==> config.mk <==
export PLATFORM = sky130hd
export DESIGN_NAME = hpgpe_ctrl
export DESIGN_NICKNAME = d
export VERILOG_FILES = /design/src/rtl/hpgpe_pkg.sv /design/src/rtl/hpgpe_decode.sv /design/src/rtl/hpgpe_gpe_regs.sv /design/src/rtl/hpgpe_slot_regs.sv /design/src/rtl/hpgpe_ctrl.sv
export SDC_FILE = /design/constraint.sdc
export NUM_CORES = 1
export LEC_CHECK = 0
export BUFFER_PORTS_ARGS = -buffer_cell sky130_fd_sc_hd__buf_4
export CAP_MARGIN = 15
export CORE_MARGIN = 2
export CORE_UTILIZATION = 54
export CTS_BUF_LIST = sky130_fd_sc_hd__clkbuf_4 sky130_fd_sc_hd__clkbuf_8
export CTS_CLUSTER_SIZE = 20
export DETAILED_ROUTE_END_ITERATION = 8
export PLACE_DENSITY = 0.82
export REMOVE_ABC_BUFFERS = 1
export SKIP_CTS_REPAIR_TIMING = 1
export SLEW_MARGIN = 20
export SYNTH_ARGS = -nofsm -noshare
export SYNTH_HDL_FRONTEND = slang
export SYNTH_SLANG_ARGS = --single-unit
==> constraint.sdc <==
create_clock -name clk -period 5.7 [get_ports clk]
set_input_delay 0.855 -clock clk [delete_from_list [all_inputs] [get_ports clk]]
set_output_delay 0.855 -clock clk [all_outputs]
set_load 0.005 [all_outputs]
==> src/rtl/hpgpe_pkg.sv <==
package hpgpe_pkg;

  // GPE status/enable bit carrying slot hotplug events
  localparam int HP_GPE_BIT = 1;

  typedef enum logic [2:0] {
    SEL_NONE,
    SEL_GPE,
    SEL_UP,
    SEL_DOWN,
    SEL_EJECT,
    SEL_RMV
  } sel_e;

endpackage

==> src/rtl/hpgpe_decode.sv <==
module hpgpe_decode
  import hpgpe_pkg::*;
#(
  parameter logic [15:0] GPE_BASE = 16'hAFE0,
  parameter logic [15:0] HP_BASE  = 16'hAE00,
  parameter int          GPE_LEN  = 4,
  localparam int         IDX_W    = $clog2(GPE_LEN)
) (
  input  logic [15:0]      addr,
  output sel_e             sel,
  output logic [IDX_W-1:0] byte_idx
);

  logic gpe_hit;
  logic hp_hit;

  always_comb begin
    gpe_hit  = (addr[15:IDX_W] == GPE_BASE[15:IDX_W]);
    hp_hit   = (addr[15:4] == HP_BASE[15:4]) && (addr[1:0] == 2'b00);
    byte_idx = addr[IDX_W-1:0];
    sel      = SEL_NONE;
    if (gpe_hit) begin
      sel = SEL_GPE;
    end else if (hp_hit) begin
      case (addr[3:2])
        2'd0:    sel = SEL_UP;
        2'd1:    sel = SEL_DOWN;
        2'd2:    sel = SEL_EJECT;
        default: sel = SEL_RMV;
      endcase
    end
  end

endmodule

==> src/rtl/hpgpe_gpe_regs.sv <==
module hpgpe_gpe_regs
  import hpgpe_pkg::*;
#(
  parameter int  GPE_LEN = 4,
  localparam int HALF    = GPE_LEN / 2,
  localparam int W       = 8 * HALF,
  localparam int IDX_W   = $clog2(GPE_LEN)
) (
  input  logic             clk,
  input  logic             rst_n,
  input  logic             wr_en,
  input  logic [IDX_W-1:0] byte_idx,
  input  logic [7:0]       wdata,
  input  logic             hp_set,
  output logic [W-1:0]     sts,
  output logic [W-1:0]     en
);

  logic [W-1:0] sts_q, sts_d;
  logic [W-1:0] en_q, en_d;
  logic [W-1:0] clr_mask;
  logic [W-1:0] en_wmask;
  logic         sts_ce, en_ce;

  // one lane per byte of each half of the window
  for (genvar b = 0; b < HALF; b++) begin : g_lane
    assign clr_mask[8*b +: 8] = (wr_en && byte_idx == IDX_W'(b)) ? wdata : 8'h00;
    assign en_wmask[8*b +: 8] = (wr_en && byte_idx == IDX_W'(b + HALF)) ? 8'hFF : 8'h00;
  end

  always_comb begin
    sts_d = sts_q & ~clr_mask;
    if (hp_set) sts_d[HP_GPE_BIT] = 1'b1;
    en_d   = (en_q & ~en_wmask) | ({HALF{wdata}} & en_wmask);
    sts_ce = wr_en || hp_set;
    en_ce  = wr_en;
  end

  always_ff @(posedge clk or negedge rst_n) begin
    if (!rst_n) begin
      sts_q <= '0;
      en_q  <= '0;
    end else begin
      if (sts_ce) sts_q <= sts_d;
      if (en_ce)  en_q  <= en_d;
    end
  end

  assign sts = sts_q;
  assign en  = en_q;

endmodule

==> src/rtl/hpgpe_slot_regs.sv <==
module hpgpe_slot_regs #(
  parameter int  NUM_SLOTS = 32,
  localparam int SLOT_W    = $clog2(NUM_SLOTS)
) (
  input  logic                 clk,
  input  logic                 rst_n,
  input  logic [SLOT_W-1:0]    slot,
  input  logic                 ins,
  input  logic                 rem,
  input  logic                 cold,
  input  logic [NUM_SLOTS-1:0] no_hp_mask,
  input  logic                 eject_wr,
  input  logic [NUM_SLOTS-1:0] eject_data,
  output logic [NUM_SLOTS-1:0] up_map,
  output logic [NUM_SLOTS-1:0] down_map,
  output logic [NUM_SLOTS-1:0] rmv_map,
  output logic [NUM_SLOTS-1:0] eject,
  output logic                 hp_set
);

  logic [NUM_SLOTS-1:0] slot_oh;
  logic [NUM_SLOTS-1:0] up_q, up_d, down_q, down_d;
  logic [NUM_SLOTS-1:0] rmv_q, rmv_d, ej_q, ej_d;
  logic                 init_q;
  logic                 evt_ins, evt_any, map_ce, rmv_ce, ej_ce;

  for (genvar i = 0; i < NUM_SLOTS; i++) begin : g_dec
    assign slot_oh[i] = (slot == SLOT_W'(i));
  end

  always_comb begin
    evt_ins = ins && !cold;
    evt_any = evt_ins || rem;
    map_ce  = evt_any;
    if (evt_ins) begin
      up_d   = slot_oh;
      down_d = '0;
    end else begin
      up_d   = '0;
      down_d = slot_oh;
    end
    rmv_ce = !init_q;
    rmv_d  = rmv_q & ~no_hp_mask;
    ej_ce  = eject_wr || (ej_q != '0);
    ej_d   = eject_wr ? eject_data : '0;
  end

  always_ff @(posedge clk or negedge rst_n) begin
    if (!rst_n) begin
      up_q   <= '0;
      down_q <= '0;
      rmv_q  <= '1;
      init_q <= 1'b0;
      ej_q   <= '0;
    end else begin
      if (map_ce) begin
        up_q   <= up_d;
        down_q <= down_d;
      end
      if (rmv_ce) begin
        rmv_q  <= rmv_d;
        init_q <= 1'b1;
      end
      if (ej_ce) ej_q <= ej_d;
    end
  end

  assign up_map   = up_q;
  assign down_map = down_q;
  assign rmv_map  = rmv_q;
  assign eject    = ej_q;
  assign hp_set   = evt_any;

endmodule

==> src/rtl/hpgpe_ctrl.sv <==
module hpgpe_ctrl
  import hpgpe_pkg::*;
#(
  parameter int          NUM_SLOTS = 32,
  parameter int          PM1_W     = 16,
  parameter logic [15:0] GPE_BASE  = 16'hAFE0,
  parameter logic [15:0] HP_BASE   = 16'hAE00,
  localparam int         GPE_LEN   = 4,
  localparam int         GPE_W     = 8 * GPE_LEN / 2,
  localparam int         IDX_W     = $clog2(GPE_LEN),
  localparam int         SLOT_W    = $clog2(NUM_SLOTS)
) (
  input  logic                 clk,
  input  logic                 rst_n,
  input  logic [15:0]          io_addr,
  input  logic                 io_wr,
  input  logic [31:0]          io_wdata,
  output logic [31:0]          io_rdata,
  input  logic [PM1_W-1:0]     pm1_sts,
  input  logic [PM1_W-1:0]     pm1_en,
  input  logic [SLOT_W-1:0]    hp_slot,
  input  logic                 hp_insert,
  input  logic                 hp_remove,
  input  logic                 hp_cold,
  input  logic [NUM_SLOTS-1:0] no_hp_mask,
  output logic [NUM_SLOTS-1:0] eject_o,
  output logic                 sci_o
);

  logic                 rst_meta_q, rst_sync_q;
  sel_e                 sel;
  logic [IDX_W-1:0]     byte_idx;
  logic                 gpe_wr, eject_wr, hp_set;
  logic [GPE_W-1:0]     gpe_sts, gpe_en;
  logic [2*GPE_W-1:0]   gpe_bytes;
  logic [NUM_SLOTS-1:0] up_map, down_map, rmv_map;

  // asynchronous assertion, synchronous release
  always_ff @(posedge clk or negedge rst_n) begin
    if (!rst_n) begin
      rst_meta_q <= 1'b0;
      rst_sync_q <= 1'b0;
    end else begin
      rst_meta_q <= 1'b1;
      rst_sync_q <= rst_meta_q;
    end
  end

  hpgpe_decode #(
    .GPE_BASE (GPE_BASE),
    .HP_BASE  (HP_BASE),
    .GPE_LEN  (GPE_LEN)
  ) dec_i (
    .addr     (io_addr),
    .sel      (sel),
    .byte_idx (byte_idx)
  );

  assign gpe_wr   = io_wr && (sel == SEL_GPE);
  assign eject_wr = io_wr && (sel == SEL_EJECT);

  hpgpe_gpe_regs #(.GPE_LEN(GPE_LEN)) gpe_i (
    .clk      (clk),
    .rst_n    (rst_sync_q),
    .wr_en    (gpe_wr),
    .byte_idx (byte_idx),
    .wdata    (io_wdata[7:0]),
    .hp_set   (hp_set),
    .sts      (gpe_sts),
    .en       (gpe_en)
  );

  hpgpe_slot_regs #(.NUM_SLOTS(NUM_SLOTS)) slot_i (
    .clk        (clk),
    .rst_n      (rst_sync_q),
    .slot       (hp_slot),
    .ins        (hp_insert),
    .rem        (hp_remove),
    .cold       (hp_cold),
    .no_hp_mask (no_hp_mask),
    .eject_wr   (eject_wr),
    .eject_data (io_wdata[NUM_SLOTS-1:0]),
    .up_map     (up_map),
    .down_map   (down_map),
    .rmv_map    (rmv_map),
    .eject      (eject_o),
    .hp_set     (hp_set)
  );

  assign gpe_bytes = {gpe_en, gpe_sts};

  always_comb begin
    case (sel)
      SEL_GPE:  io_rdata = {24'h0, gpe_bytes[8*byte_idx +: 8]};
      SEL_UP:   io_rdata = 32'(up_map);
      SEL_DOWN: io_rdata = 32'(down_map);
      SEL_RMV:  io_rdata = 32'(rmv_map);
      default:  io_rdata = 32'h0;
    endcase
  end

  assign sci_o = (|(pm1_sts & pm1_en)) ||
                 (gpe_sts[HP_GPE_BIT] && gpe_en[HP_GPE_BIT]);

endmodule

==> metrics.txt <==
R2R depth=1; peak supply drop=201.6 uV; gr usage total=25.35%; Slowest-stage cell, CP=or4_4; final period utilization=about three fifths; number of flops mapped to enable cells by yosys=0; final setup slack of the worst path=between 2 and 2.5 ns; Worst Setup End Kind=output port; Overflow after GRT=0; area leader, netlist=dfrtp_1; critical path class=input port to output port; Worst setup SP type=input port; Critical Path Max Stage Delay=roughly 0.6 ns; Post-DP HPWL=between 10000 and 15000 um; Routed WL=~16000 um; simple-gate area share of the yosys netlist=between 10 and 15%; ys async rst share=100.0%; RePlAce Congestion=a little over 0.8; share of cells above drive strength 1=approximately two fifths; die height=approximately 120 um; CTS max path bufs=2; DRC=0; cell area after layout=between 8000 and 9000 um^2; total of fill cells in the finished design=862; WP depth=7; ys flop type=dfrtp_1; CP required=~4.9 ns; adder-cell share of the synthesized area=0%; PD cells=256.1 nW/um^2; RSZ-0062 raised after global routing=no; Cell Area, Placed=about 8300 um^2; die area=roughly 13000 um^2; CP Buf/Inv Count=3; first-pass GRT wire length=approximately 26000 um; Clk pin slew, worst setup/hold paths=0.08 ns; pin count of the biggest net entering global routing=90; commonest cells in the netlist=dfrtp_1 (131), a21boi_0 (47), a22o_1 (45), and2_1 (33), nand2_1 (33); TritonCTS Buffers=17; HP Class=input port to asynchronous set/reset pin; pre-CTS WS=approximately 2.3 ns; share of the synthesized area in the top cell type=just under 50%; crit-path leading delay family=simple AND/OR/NAND/NOR gates; PortBufs=around 190; clock latency on the worst-skew pair=roughly 0.44 ns; max-slew violations=0; via count=between 5000 and 6000; number of synthesis warnings=0; run status=finished, final reports clean; wire per inst=around 19 um; DIE WIDTH=116.0 um; syn_area_per_cell=approximately 13 um^2; Sink Count=163; fin nets=approximately 830; drt first pass iters=6; count leader, synth=dfrtp_1; Area Growth Syn to Fin=29.78%; Worst Setup SP=io_addr[6]; largest family of logic cells by synthesized area=compound AO/OA/AOI/OAI gates; Worst-Margin Slew=~0.99 ns; part of the Yosys area used for sequential elements=60.82%; largest fanout on the critical path=32; Compound-Gate Fraction of Synth Area=between 10% and 20%; Synth Area in XOR/XNOR=0%; Synth Instances=about 520; CTS tree=yes; Reg area=between 4000 and 5000 um^2; Max Clk Rate=about 0.29 GHz; Area contributors post-synth=dfrtp_1 (48%), dfstp_2 (12%), a22o_1 (5.8%); post-synthesis cell area=around 6800 um^2; flops & latches, synth=between 150 and 200; Cell Rows=40; final setup fails=0; Worst Skew=0.01057 ns; vias in the first global route=roughly 5200; multi-input logic area=between 2000 and 2500 um^2; setup TNS=0 ns; I/O pin count=about 190; Final min period=between 3 and 4 ns; Max-Cap Viols=0; Core Region=around 12000 um^2; Static Leak=approximately 4.4 nW; vias per cell=approximately 5.8; total power=2.251 mW; post-synthesis mux area share=~5.3%; diodes inserted=0; critical path, cell by cell=buf_4 -> or4_4 -> nor4_4 -> buf_4 -> a22oi_1 -> nand2_1 -> buf_4; r2r startpoint=rst_sync_q$_DFF_PN0_; DRT iter0 DRCs=approximately 570; post-route ant nets=0; initial antenna violation count=0; Root Buffer=clkbuf_8; Initial Util=55.92%; H-tree Lvls=4; most used cell, CP=buf_4; Fin. Hold Viols=0; library cells used by synthesis=41; critical path arrival=2.61 ns; Rel. slew slack=33.97%
[metrics by stage]
stage	hold slack, ns	util [%]	std cells
2_1_floorplan	0.3312	-	492
3_3_place_gp	0.3399	68.44	852
3_5_place_dp	0.3386	68.44	852
4_1_cts	0.1413	72.23	884
5_1_grt	0.1273	72.57	886
6_report	0.1754	72.57	886
[per-layer routing]
layer	GRT usage [%]	wire, um	vias to the layer above
li1	-	-	2306
met4	8.889	278	0
met1	32.07	6660	2544
met2	41.91	8288	235
met5	0	0	-
met3	7.688	1183	25
[state kept, by name, indices dropped and copies added (netlist names), named ones only]
name	cells
rst_sync_q	1
slot_i.down_map	32
slot_i.rmv_map	32
slot_i.init_q	1
slot_i.eject	32
rst_meta_q	1
slot_i.up_map	32
gpe_i.sts	16
[cell families after synthesis]
| logic type | after synthesis |
|---|---|
| compound gates | 160 |
| simple gates | 118 |
| other cells | 1 |
| buf+inv | 55 |
| mux | 24 |
| flops | 163 |
[cells in the final DEF (no fill, tap or decap), types with 2 or more instances in the layout]
master / n
inv_1: 25
mux2_2: 16
nand3_1: 3
nand2b_1: 6
bufinv_16: 4
and3_1: 3
nor2_1: 7
mux4_2: 8
nand4_1: 3
dfstp_2: 32
clkinv_2: 4
conb_1: 2
a22o_1: 45
nor3_1: 6
and2_1: 33
buf_4: 192
a21boi_0: 47
a222oi_1: 25
o21ai_0: 20
dfrtp_1: 130
nand2_1: 33
nor4_4: 5
a22oi_1: 20
or2_2: 6
a221oi_1: 2
clkbuf_8: 23
[area by class of cell]
type	count	area share, %
clock inverters	9	1.694
multi-input cells	304	27.54
well taps	168	2.391
clock buffers	23	3.530
inverters	25	1.068
repair buffers	194	16.87
flip-flops and latches	163	46.90
[power breakdown]
group	internal, mW	switching, mW
registers	1.16	0.00797
logic	0.0715	0.0749
clock network	0.539	0.394
[path summary, 6_finish.rpt]
kind | to | slack (ns)
worst max-delay path | io_rdata[0] | 2.24
worst max register to register | slot_i.up_map[29]$_DFFE_PN0P_ | 4.22
min in group clk | rst_sync_q$_DFF_PN0_ | 0.37
max in group asynchronous | slot_i.up_map[29]$_DFFE_PN0P_ | 4.22
worst min-delay path | rst_sync_q$_DFF_PN0_ | 0.18
worst min register to register | asynchronous set/reset pin | 0.26
Power figures use the tool's default switching activity.
